--- src/rtl/mbox_pkg.sv ---
package mbox_pkg;

   localparam int unsigned WORD_BYTES  = 4;
   localparam int unsigned BANK_STRIDE = 16;
   localparam int unsigned REGION_SPAN = 64;

   typedef enum logic [1:0] {
      RGN_SET  = 2'd0,
      RGN_CLR  = 2'd1,
      RGN_CTRL = 2'd2,
      RGN_NONE = 2'd3
   } mbox_rgn_e;

   typedef struct packed {
      mbox_rgn_e  rgn;
      logic [1:0] core;
      logic [1:0] box;
   } mbox_sel_t;

   function automatic int unsigned set_off(int unsigned core, int unsigned box);
      return core * BANK_STRIDE + box * WORD_BYTES;
   endfunction

   function automatic int unsigned clr_off(int unsigned core, int unsigned box);
      return REGION_SPAN + set_off(core, box);
   endfunction

   function automatic int unsigned ctrl_off(int unsigned core);
      return 2 * REGION_SPAN + core * WORD_BYTES;
   endfunction

endpackage

--- src/rtl/mbox_addr_decode.sv ---
module mbox_addr_decode
   import mbox_pkg::*;
#(
   parameter int unsigned ADDR_W    = 8,
   parameter int unsigned NUM_CORES = 4,
   parameter int unsigned NUM_BOXES = 4
) (
   input  logic [ADDR_W-1:0] addr,
   output mbox_sel_t         sel
);

   logic hi_ok;
   logic aligned;

   generate
      if (ADDR_W > 8) begin : g_hi
         assign hi_ok = ~|addr[ADDR_W-1:8];
      end else begin : g_nohi
         assign hi_ok = 1'b1;
      end
   endgenerate

   assign aligned = (addr[1:0] == 2'b00);

   always_comb begin
      sel.rgn  = RGN_NONE;
      sel.core = addr[5:4];
      sel.box  = addr[3:2];
      if (hi_ok && aligned) begin
         unique case (addr[7:6])
            2'b00: if (32'(addr[5:4]) < NUM_CORES && 32'(addr[3:2]) < NUM_BOXES)
                      sel.rgn = RGN_SET;
            2'b01: if (32'(addr[5:4]) < NUM_CORES && 32'(addr[3:2]) < NUM_BOXES)
                      sel.rgn = RGN_CLR;
            2'b10: if (addr[5:4] == 2'b00 && 32'(addr[3:2]) < NUM_CORES) begin
                      sel.rgn  = RGN_CTRL;
                      sel.core = addr[3:2];
                      sel.box  = 2'b00;
                   end
            default: sel.rgn = RGN_NONE;
         endcase
      end
   end

endmodule

--- src/rtl/mbox_slot.sv ---
module mbox_slot #(
   parameter int unsigned DATA_W = 32
) (
   input  logic              clk,
   input  logic              rst_n,
   input  logic [DATA_W-1:0] set_bits,
   input  logic [DATA_W-1:0] clr_bits,
   output logic [DATA_W-1:0] value
);

   // set wins over clear on overlapping bits
   always_ff @(posedge clk or negedge rst_n) begin
      if (!rst_n)
         value <= '0;
      else
         value <= (value & ~clr_bits) | set_bits;
   end

endmodule

--- src/rtl/mbox_irq_merge.sv ---
module mbox_irq_merge #(
   parameter int unsigned NUM_BOXES = 4,
   parameter int unsigned DATA_W    = 32
) (
   input  logic [NUM_BOXES*DATA_W-1:0] boxes,
   input  logic [NUM_BOXES-1:0]        en,
   output logic                        pending
);

   logic [NUM_BOXES-1:0] live;

   generate
      for (genvar b = 0; b < NUM_BOXES; b++) begin : g_box
         assign live[b] = en[b] & (|boxes[b*DATA_W +: DATA_W]);
      end
   endgenerate

   assign pending = |live;

endmodule

--- src/rtl/mbox_ipi_ctrl.sv ---
module mbox_ipi_ctrl
   import mbox_pkg::*;
#(
   parameter int unsigned NUM_CORES = 4,
   parameter int unsigned NUM_BOXES = 4,
   parameter int unsigned DATA_W    = 32,
   parameter int unsigned ADDR_W    = 8,
   parameter bit          REG_IRQ   = 1'b0
) (
   input  logic                 clk,
   input  logic                 rst_n,
   input  logic                 req_vld,
   input  logic                 req_wr,
   input  logic [ADDR_W-1:0]    req_addr,
   input  logic [DATA_W-1:0]    req_wdata,
   output logic [DATA_W-1:0]    rsp_rdata,
   output logic [NUM_CORES-1:0] irq
);

   localparam int unsigned NUM_SLOTS = NUM_CORES * NUM_BOXES;
   localparam int unsigned FLAT_W    = NUM_SLOTS * DATA_W;

   generate
      if (NUM_CORES < 1 || NUM_CORES > 4) begin : g_bad_cores
         $error("mbox_ipi_ctrl: NUM_CORES must be 1..4");
      end
      if (NUM_BOXES < 1 || NUM_BOXES > 4) begin : g_bad_boxes
         $error("mbox_ipi_ctrl: NUM_BOXES must be 1..4");
      end
      if (DATA_W < NUM_BOXES) begin : g_bad_data
         $error("mbox_ipi_ctrl: DATA_W must hold the enable bits");
      end
      if (ADDR_W < 8) begin : g_bad_addr
         $error("mbox_ipi_ctrl: ADDR_W must be at least 8");
      end
   endgenerate

   mbox_sel_t                  sel;
   logic                       wr_hit;
   logic                       rd_hit;
   logic [FLAT_W-1:0]          box_flat;
   logic [NUM_SLOTS-1:0]       en_flat;
   logic [NUM_CORES-1:0]       pend;
   logic [DATA_W-1:0]          rd_word;
   logic [DATA_W-1:0]          rdata_q;

   assign wr_hit = req_vld &  req_wr;
   assign rd_hit = req_vld & ~req_wr;

   mbox_addr_decode #(
      .ADDR_W   (ADDR_W),
      .NUM_CORES(NUM_CORES),
      .NUM_BOXES(NUM_BOXES)
   ) i_decode (
      .addr(req_addr),
      .sel (sel)
   );

   generate
      for (genvar c = 0; c < NUM_CORES; c++) begin : g_core
         localparam logic [1:0] CI = 2'(c);
         logic [NUM_BOXES-1:0] en_q;
         logic                 ctrl_we;

         assign ctrl_we = wr_hit && sel.rgn == RGN_CTRL && sel.core == CI;

         always_ff @(posedge clk or negedge rst_n) begin
            if (!rst_n)
               en_q <= '0;
            else if (ctrl_we)
               en_q <= req_wdata[NUM_BOXES-1:0];
         end

         assign en_flat[c*NUM_BOXES +: NUM_BOXES] = en_q;

         for (genvar b = 0; b < NUM_BOXES; b++) begin : g_box
            localparam logic [1:0] BI = 2'(b);
            localparam int unsigned S = c * NUM_BOXES + b;
            logic              hit;
            logic [DATA_W-1:0] set_bits;
            logic [DATA_W-1:0] clr_bits;
            logic [DATA_W-1:0] value;

            assign hit      = wr_hit && sel.core == CI && sel.box == BI;
            assign set_bits = (hit && sel.rgn == RGN_SET) ? req_wdata : '0;
            assign clr_bits = (hit && sel.rgn == RGN_CLR) ? req_wdata : '0;

            mbox_slot #(.DATA_W(DATA_W)) i_slot (
               .clk     (clk),
               .rst_n   (rst_n),
               .set_bits(set_bits),
               .clr_bits(clr_bits),
               .value   (value)
            );

            assign box_flat[S*DATA_W +: DATA_W] = value;
         end

         mbox_irq_merge #(
            .NUM_BOXES(NUM_BOXES),
            .DATA_W   (DATA_W)
         ) i_merge (
            .boxes  (box_flat[c*NUM_BOXES*DATA_W +: NUM_BOXES*DATA_W]),
            .en     (en_q),
            .pending(pend[c])
         );
      end

      if (REG_IRQ) begin : g_irq_reg
         logic [NUM_CORES-1:0] irq_q;
         always_ff @(posedge clk or negedge rst_n) begin
            if (!rst_n)
               irq_q <= '0;
            else
               irq_q <= pend;
         end
         assign irq = irq_q;
      end else begin : g_irq_comb
         assign irq = pend;
      end
   endgenerate

   always_comb begin
      rd_word = '0;
      unique case (sel.rgn)
         RGN_CLR:  rd_word = box_flat[(int'(sel.core) * NUM_BOXES + int'(sel.box)) * DATA_W +: DATA_W];
         RGN_CTRL: rd_word = DATA_W'(en_flat[int'(sel.core) * NUM_BOXES +: NUM_BOXES]);
         default:  rd_word = '0;
      endcase
   end

   always_ff @(posedge clk or negedge rst_n) begin
      if (!rst_n)
         rdata_q <= '0;
      else
         rdata_q <= rd_hit ? rd_word : '0;
   end

   assign rsp_rdata = rdata_q;

endmodule

--- config.mk ---
export PLATFORM = sky130hd
export DESIGN_NAME = mbox_ipi_ctrl
export DESIGN_NICKNAME = d
export VERILOG_FILES = /design/src/rtl/mbox_pkg.sv /design/src/rtl/mbox_addr_decode.sv /design/src/rtl/mbox_slot.sv /design/src/rtl/mbox_irq_merge.sv /design/src/rtl/mbox_ipi_ctrl.sv
export SDC_FILE = /design/constraint.sdc
export NUM_CORES = 1
export LEC_CHECK = 0
export BUFFER_PORTS_ARGS = -buffer_cell sky130_fd_sc_hd__buf_2
export CORE_MARGIN = 3
export CORE_UTILIZATION = 55
export DETAILED_ROUTE_END_ITERATION = 7
export PLACE_DENSITY = 0.75
export SYNTH_ARGS = -nofsm -noshare
export SYNTH_HDL_FRONTEND = slang
export SYNTH_SLANG_ARGS = --single-unit
--- constraint.sdc ---
create_clock -name clk -period 1.5 [get_ports clk]
set_clock_uncertainty 0.05 [all_clocks]
set_input_delay 0.075 -clock clk [delete_from_list [all_inputs] [get_ports clk]]
set_output_delay 0.075 -clock clk [all_outputs]
set_load 0.1 [all_outputs]
==> metrics.md, run 1 <==
| Metric | Value |
|---|---|
| Sequential area share after synthesis | 50.6% |
| Max clock buf depth | 3 |
| GPL Wtd Cong | 1.02 |
| Gr usage total | 80.4% |
| Synthesized area | 0.0277 mm² |
| CTS Buf Count | 58 |
| Unique cell type count in the Yosys netlist | 63 |
| Cells after synthesis | 2695 |
| Initial antenna violation count | 38 |
| Cell count after placement | 3953 |
| Number of synthesized flops with an enable pin | 0 |
| Row cnt | 81 |
| Post-synth ARST share | 100% |
| Sink Count | 560 |
| DIE WIDTH | 230 µm |
| Post-GRT worst EP | irq[2] |
| Failed at | 5_1_grt |
| Ys flop type | dfrtp_1 |
| Mapped Nets | 2742 |
| #FFs+latches synth | 560 |
| Synth Area per Inst | 10.3 µm² |
| Clock root buffer | clkbuf_16 |
| Port Buffers | 79 |
| IO Count | 80 |
| H-tree depth | 2 |
| Run status | stopped before the end |
| Synth top area cells | dfrtp_1, a22o_1, nand2_1 |
| DP HPWL | 72000 µm |
| Ys Warns | 0 |
| DP Area | 0.0354 mm² |
| GR Overflow Total | 171 |
| Post-synth top area cell | dfrtp_1 |
| Largest net degree at the start of global routing | 84 |
| Die Y | 230 µm |
| Top-area cell type share of the netlist area | 50.6% |
| Worst_ep kind | top-level output |
| First Err | [ERROR GRT-0232] Routing congestion too high. Check the congestion heatmap in the GUI. |
| Initial core utilization | 56.1% |
cell families after synthesis:
| family | count (synthesis) | share of synthesized area [%] |
|---|---|---|
| and+or+nand+nor | 813 | 13.2 |
| buffers and inverters | 302 | 4.61 |
| muxes | 141 | 5.43 |
| adders and majority gates | 3 | 0.135 |
| AOI/OAI and AO/OA | 876 | 26.0 |
| DFF | 560 | 50.6 |
metal layers:
layer / GRT usage (%) / GRT overflow
met1: 79.0 / 4
met2: 92.3 / 78
met3: 73.6 / 8
met4: 76.9 / 81
met5: 46.9 / 0
cells in the mapped netlist (44+ instances only):
cell	instances
a21oi_1	46
a22o_1	551
a2bb2oi_1	60
buf_2	82
clkbuf_1	197
dfrtp_1	560
mux2_2	65
mux2i_1	75
nand2_1	531
nor2_1	44
nor4_1	131
o22ai_1	69
per-stage QoR:
stage / setup WS (ns) / util, %
after floorplan: -0.569 / -
after global placement: -1.18 / 71.6
after detailed placement: -1.17 / 71.6
after CTS: -1.05 / 81.9
timing repair:
| item | in CTS |
|---|---|
| endpoints found under the setup margin | 587 |
| cloned | 26 |
| pin swaps | 169 |
| endpoints found under the hold margin | 1009 |
| buffers inserted | 89 |
| resized for setup | 316 |
| hold buffers | 32 |
==> inputs of run 2 (changes only) <==
--- a/config.mk
+++ b/config.mk
@@ -7,9 +7,9 @@
 export LEC_CHECK = 0
 export BUFFER_PORTS_ARGS = -buffer_cell sky130_fd_sc_hd__buf_2
 export CORE_MARGIN = 3
-export CORE_UTILIZATION = 55
+export CORE_UTILIZATION = 40
 export DETAILED_ROUTE_END_ITERATION = 7
-export PLACE_DENSITY = 0.75
+export PLACE_DENSITY_LB_ADDON = 0.15
 export SYNTH_ARGS = -nofsm -noshare
 export SYNTH_HDL_FRONTEND = slang
 export SYNTH_SLANG_ARGS = --single-unit
==> constraint.sdc (replaced) <==
create_clock -name clk -period 1.95 [get_ports clk]
set_clock_uncertainty 0.05 [all_clocks]
set_input_delay 0.0975 -clock clk [delete_from_list [all_inputs] [get_ports clk]]
set_output_delay 0.0975 -clock clk [all_outputs]
set_load 0.1 [all_outputs]
==> run 2 against run 1 <==
Net effect: the flow now finishes, with violations (setup timing); area after synthesis stayed put; synthesized cell count stayed put.
==> metrics.md, run 2 <==
| Metric | Value |
|---|---|
| Unique cell type count in the Yosys netlist | 63 |
| Place WS | -0.817 ns |
| DP HPWL | 73100 µm |
| Port Buffers | 79 |
| Slowest-stage cell, CP | dfrtp_1 |
| Net Sw Power | 6.73 mW |
| Vias per Instance | 6.23 |
| Mapped Nets | 2742 |
| Die Y | 269 µm |
| Failing checks | setup timing |
| CP endpoint kind | output pin |
| Gr usage total | 28.6% |
| F_max | 0.371 GHz |
| Run status | finished, violations left |
| Most common cell in the synthesized netlist | dfrtp_1 |
| Max reg flops | 512 |
| Clock network fraction of total power | 45.1% |
| GPL Wtd Cong | 0.963 |
| Internal | 19.6 mW |
| Initial antenna violation count | 1 |
| Clock period minus worst slack | 2.70 ns |
| CP required | 1.80 ns |
| Crit Path Max Fanout | 2 |
| Worst relative slew slack | 43.6% |
| Ys flop type | dfrtp_1 |
| Core ar. | 0.0679 mm² |
| DR top layer | met4 |
| Non-Filler Instances | 4075 |
| GR Overflow Total | 0 |
| Synth cell count leaders | dfrtp_1, a22o_1, nand2_1 |
| Met1 wire length | 43900 µm |
| DIE WIDTH | 269 µm |
| Bufs and invs on worst path | 1 |
| Crit-path cells | nor4_1 > nand4_1 > o21ai_1 > nand4_1 > buf_8 |
| # nets final | 3151 |
| Post-synth top area cell | dfrtp_1 |
| DR vias | 25.4k |
| Most frequent cells in the layout | dfrtp_1, a22o_1, nand2_1 |
| Largest net degree at the start of global routing | 83 |
| H-tree depth | 2 |
| Synth Area per Inst | 10.3 µm² |
| Max rail drop VDD | 0.693 mV |
| CTS tree | done |
| DP Area | 0.0333 mm² |
| Worst Tran Pin Value | 0.846 ns |
| Ys Warns | 0 |
| Number of synthesized flops with an enable pin | 0 |
| First-pass GRT wire length | 160000 µm |
| Vias in the first global route | 25.2k |
| Routed WL per cell | 26.0 µm |
| WL met3 | 6910 µm |
| Sequential Power Share | 44.8% |
| Die area | 0.0725 mm² |
| Layout fillers | 5959 |
| Detail Route Antenna Nets | 0 |
| CP most frequent cell | nand4_1 |
| Synthesized area | 0.0277 mm² |
| Top-area cell type share of the netlist area | 50.6% |
| # setup viols final | 4 |
| Layout cells sized above 1 | 28.7% |
| Layout area overhead | 30.3% |
| Final Util | 53.2% |
| Sequential area share after synthesis | 50.6% |
| Power, Total | 26.4 mW |
| #FFs+latches synth | 560 |
| DRC viols | 0 |
| WL final | 106000 µm |
| Critical path class | reg -> out |
| RSZ-0062 raised after global routing | true |
| Final Cell Area | 0.0361 mm² |
| Post-synth ARST share | 100% |
| Startpoint types | flip-flop |
| PD cells | 730 mW/mm² |
| Final slew viol count | 0 |
| Sw frac | 25.6% |
| Number of diodes | 0 |
| Detailed router's first-iteration violation count | 2894 |
| Combinational power share | 10.1% |
| Leakage | 16.7 nW |
| Top reg by flops | g_core.g_box.i_slot.value |
| Wire length on met2 | 51000 µm |
| Worst-path clk slew | 0.07 ns |
| Crit path max-delay family | simple AND/OR/NAND/NOR gates |
| Max-cap viol count | 0 |
| Sink Count | 560 |
| Final hold violations | 0 |
| Row cnt | 95 |
| CTS Buf Count | 60 |
| Post-route setup slack | -0.746 ns |
| First-pass detailed-route iteration total | 6 |
| Most common cell after layout, fill and taps aside | dfrtp_1 |
| CP arrival | 2.55 ns |
| IO Count | 80 |
| Max clock buf depth | 3 |
| CP max stage delay | 0.38 ns |
| Cell count after placement | 3941 |
| Synth top area cells | dfrtp_1, a22o_1, nand2_1 |
| Clock root buffer | clkbuf_16 |
| Initial core utilization | 40.8% |
| Cells after synthesis | 2695 |
| Final period util | 138% |
| Hold crit path type | in -> reg |
| Clock insertion delay at the later pin of the skew report | 0.64 ns |
## run 2: power by group through the flow
stage               Combinational, mW  Sequential, mW  Clock [mW]
floorplan                        1.13            12.0           0
finish                           2.65            11.8        11.9
detailed placement               2.51            12.0           0
global route                     2.79            11.8        12.5
global placement                 2.49            12.0           0
CTS                              2.61            11.8        12.1
## run 2: path summary, 6_finish.rpt
kind | from | end | slack (ns) | cells past startpoint
max in group asynchronous | rst_n | g_core[3].g_box[0].i_slot.value[11] | 1.21 | 3
setup reg to reg | g_core[0].g_box[3].i_slot.value[12] | rsp_rdata[12] | 0.05 | 7
min in group asynchronous | rst_n | g_core[2].g_box[3].i_slot.value[28] | 0.16 | 3
hold / removal | req_wdata[6] | g_core[0].g_box[2].i_slot.value[6] | 0.04 | 3
hold reg to reg | g_core[0].g_box[1].i_slot.value[11] | g_core[0].g_box[1].i_slot.value[11] | 0.48 | 1
setup / recovery | g_core[3].g_box[0].i_slot.value[22] | irq[3] | -0.75 | 5
## run 2: repair_timing
| action | in CTS | in global routing |
|---|---|---|
| setup endpoints to repair | 9 | 47 |
| hold endpoints to repair | 700 | 0 |
| hold buffers | 22 | 0 |
| pin swaps | 17 | 14 |
| resized for setup | 67 | 31 |
| setup buffers | 1 | 1 |
## run 2: worst reg2reg max path, cell delays in order (launching register included)
cell	delay (ns)
dfrtp_1	0.39
mux2i_1	0.11
a2bb2oi_1	0.22
o22ai_1	0.13
buf_4	0.17
a221o_1	0.34
nor3_4	0.29
buf_4	0.16
## run 2: layout make-up
class,count,area (µm²),share of cell area [%]
Tap cell,921,1150,3.19
Sequential cell,560,14000,38.8
Timing Repair Buffer,642,5680,15.7
Clock buffer,97,1850,5.13
Clock inverter,15,185,0.513
Multi-Input combinational cell,1833,13200,36.5
Inverter,7,26.3,0.0728
## run 2: layer usage
metal | up-vias | global-route usage, %
met5 | - | 0
met4 | 0 | 11.0
met3 | 241 | 3.44
met2 | 1150 | 47.4
met1 | 12900 | 38.4
li1 | 11100 | -
## run 2: through the flow
step	hold WS (ns)	TNS, ns
after floorplan	-0.248	-52.26
after global placement	-0.00298	-242.51
after detailed placement	-0.0157	-256.06
after CTS	0.00164	-2.57
after global routing	0.0475	-2.95
final	0.0378	-2.55
## run 2: cell families (layout without fill, tap and decap cells)
family          count (synthesis)  in the layout  synth area share (%)
simple gates                  813            813                  13.2
fa+ha+maj                       3              3                 0.135
flops                         560            560                  50.6
mux                           141            141                  5.43
buf+inv                       302            761                  4.61
compound gates                876            876                  26.0
(Power assumes the default switching activity.)
==> inputs of run 3 (changes only) <==
--- a/config.mk
+++ b/config.mk
@@ -5,10 +5,10 @@
 export SDC_FILE = /design/constraint.sdc
 export NUM_CORES = 1
 export LEC_CHECK = 0
-export BUFFER_PORTS_ARGS = -buffer_cell sky130_fd_sc_hd__buf_2
 export CORE_MARGIN = 3
 export CORE_UTILIZATION = 40
 export DETAILED_ROUTE_END_ITERATION = 7
+export DONT_BUFFER_PORTS = 1
 export PLACE_DENSITY_LB_ADDON = 0.15
 export SYNTH_ARGS = -nofsm -noshare
 export SYNTH_HDL_FRONTEND = slang
==> run 3 against run 2 <==
Net effect: wire length shrank 1.1%; first-iteration DRC count shrank 0.93%; combinational power shrank 17%; non-clock buffer count shrank 213; the run ends with hold timing, slew limit, setup timing left; critical path type unchanged; cell count shrank 5.3%; clock power is essentially flat; setup slack gained 0.16 ns; register-to-register slack lost 0.05 ns; largest power group unchanged.
==> metrics.md, run 3 (same netlist as run 2, synthesis figures left out) <==
| Metric | Value |
|---|---|
| Run status | finished, violations left |
| Failing checks | hold timing, slew limit, setup timing |
| Sw frac | 24.4% |
| Net Sw Power | 6.40 mW |
| Met1 wire length | 44100 µm |
| Combinational power share | 8.4% |
| Port Buffers | 0 |
| Layout fillers | 6035 |
| Max reg flops | 512 |
| Clock insertion delay at the later pin of the skew report | 0.63 ns |
| Startpoint types | flip-flop |
| DP HPWL | 65900 µm |
| Detail Route Antenna Nets | 0 |
| Die area | 0.0725 mm² |
| Initial antenna violation count | 1 |
| Largest net degree at the start of global routing | 561 |
| DP Area | 0.0312 mm² |
| Cell count after placement | 3666 |
| Critical path class | reg -> out |
| Initial core utilization | 40.8% |
| Final slew viol count | 208 |
| CP endpoint kind | output pin |
| Worst Tran Pin Value | 1.90 ns |
| Post-route worst hold slack | -0.874 ns |
| IO Count | 80 |
| DIE WIDTH | 269 µm |
| R2R Path End | rsp_rdata[14] |
| Non-Filler Instances | 3861 |
| Crit Path Max Fanout | 2 |
| Row cnt | 95 |
| First-pass detailed-route iteration total | 5 |
| Routed WL per cell | 27.2 µm |
| WL met3 | 7220 µm |
| RSZ-0062 raised after global routing | true |
| Top reg by flops | g_core.g_box.i_slot.value |
| Clock network fraction of total power | 46.6% |
| Layout cells sized above 1 | 23.7% |
| F_max | 0.395 GHz |
| Worst relative slew slack | -26.7% |
| Clock period minus worst slack | 2.53 ns |
| Core ar. | 0.0679 mm² |
| CTS Buf Count | 60 |
| Hold crit path type | in -> async |
| DRC viols | 0 |
| Crit Reg-Reg Startpoint | g_core[2].g_box[2].i_slot.value[14] |
| Place WS | -0.460 ns |
| Max clock buf depth | 3 |
| Worst-path clk slew | 0.06 ns |
| # nets final | 2938 |
| Hold Buf Count CTS | 75 |
| GR Overflow Total | 0 |
| CTS tree | done |
| Setup tns final | -2.16 ns |
| Max-cap viol count | 0 |
| WL final | 105000 µm |
| # setup viols final | 4 |
| Detailed router's first-iteration violation count | 2867 |
| DR top layer | met4 |
| Worst reg2reg path depth | 6 |
| PD cells | 748 mW/mm² |
| Final period util | 130% |
| Max rail drop VDD | 0.798 mV |
| Wire length on met2 | 49200 µm |
| Worst reg2reg setup slack | 0 ns |
| Sink Count | 560 |
| CP arrival | 2.39 ns |
| Sequential Power Share | 45.0% |
| Gr usage total | 28.3% |
| Most frequent cells in the layout | dfrtp_1, a22o_1, nand2_1 |
| Internal | 19.9 mW |
| Clock root buffer | clkbuf_16 |
| H-tree depth | 2 |
| Leakage | 15.8 nW |
| DR vias | 24.5k |
| Most common cell after layout, fill and taps aside | dfrtp_1 |
| Vias in the first global route | 24.2k |
| Die Y | 269 µm |
| GPL Wtd Cong | 0.880 |
| Final hold violations | 560 |
| First-pass GRT wire length | 158000 µm |
| Vias per Instance | 6.34 |
| CP required | 1.80 ns |
| Layout area overhead | 26.6% |
| Final Cell Area | 0.0351 mm² |
| Post-route setup slack | -0.585 ns |
==> run 3: critical path, stage by stage, from the launching register on <==
cell	delay (ns)
dfrtp_1	0.39
nor4_1	0.31
buf_4	0.17
nand4_1	0.10
buf_4	0.19
o21ai_1	0.11
nand4_1	0.23
buf_12	0.25
==> run 3: through the flow <==
stage,total power [mW],utilization [%]
final,26.3,51.7
after global routing,27.0,51.7
after CTS,26.4,51.4
after detailed placement,13.4,45.9
after global placement,13.4,45.9
after floorplan,13.1,-
==> run 3: how the worst max path moves through the flow <==
stage	to	slack [ns]	from
after floorplan	g_core[2].g_box[1].i_slot.value[20]	-0.14	req_addr[7]
after global placement	rsp_rdata[12]	-0.49	req_addr[6]
after detailed placement	rsp_rdata[12]	-0.46	req_addr[6]
after CTS	irq[2]	-0.60	g_core[2].g_box[1].i_slot.value[15]
after global routing	irq[2]	-0.62	g_core[2].g_box[2].i_slot.value[18]
final	irq[2]	-0.58	g_core[2].g_box[2].i_slot.value[18]
==> run 3: layer usage <==
| layer | GRT usage (%) | vias up |
|---|---|---|
| li1 | - | 10600 |
| met1 | 38.8 | 12500 |
| met2 | 45.5 | 1087 |
| met3 | 3.93 | 226 |
| met4 | 11.5 | 0 |
| met5 | 0 | - |
==> run 3: layout make-up <==
class	instances	area [µm²]	area share, %
Sequential cell	560	14000	39.9
Multi-Input combinational cell	1833	13400	38.1
Timing Repair Buffer	429	4410	12.6
Clock buffer	86	1800	5.13
Tap cell	921	1150	3.28
Clock inverter	24	303	0.863
Inverter	7	26.3	0.0749
Antenna cell	1	2.50	0.00713
==> run 3: what timing repair did <==
| item | in CTS | in global routing |
|---|---|---|
| resized for setup | 100 | 24 |
| cloned | 0 | 0 |
| setup endpoints to repair | 15 | 549 |
| setup buffers | 10 | 3 |
| pin swaps | 37 | 11 |
| endpoints found under the hold margin | 1110 | 560 |
==> run 3: power by group through the flow <==
stage	clock [mW]	sequential, mW	combinational, mW
after floorplan	0	12.0	1.13
after global placement	0	12.0	1.36
after detailed placement	0	12.0	1.36
after CTS	12.4	11.8	2.14
after global routing	12.9	11.8	2.27
final	12.2	11.8	2.19
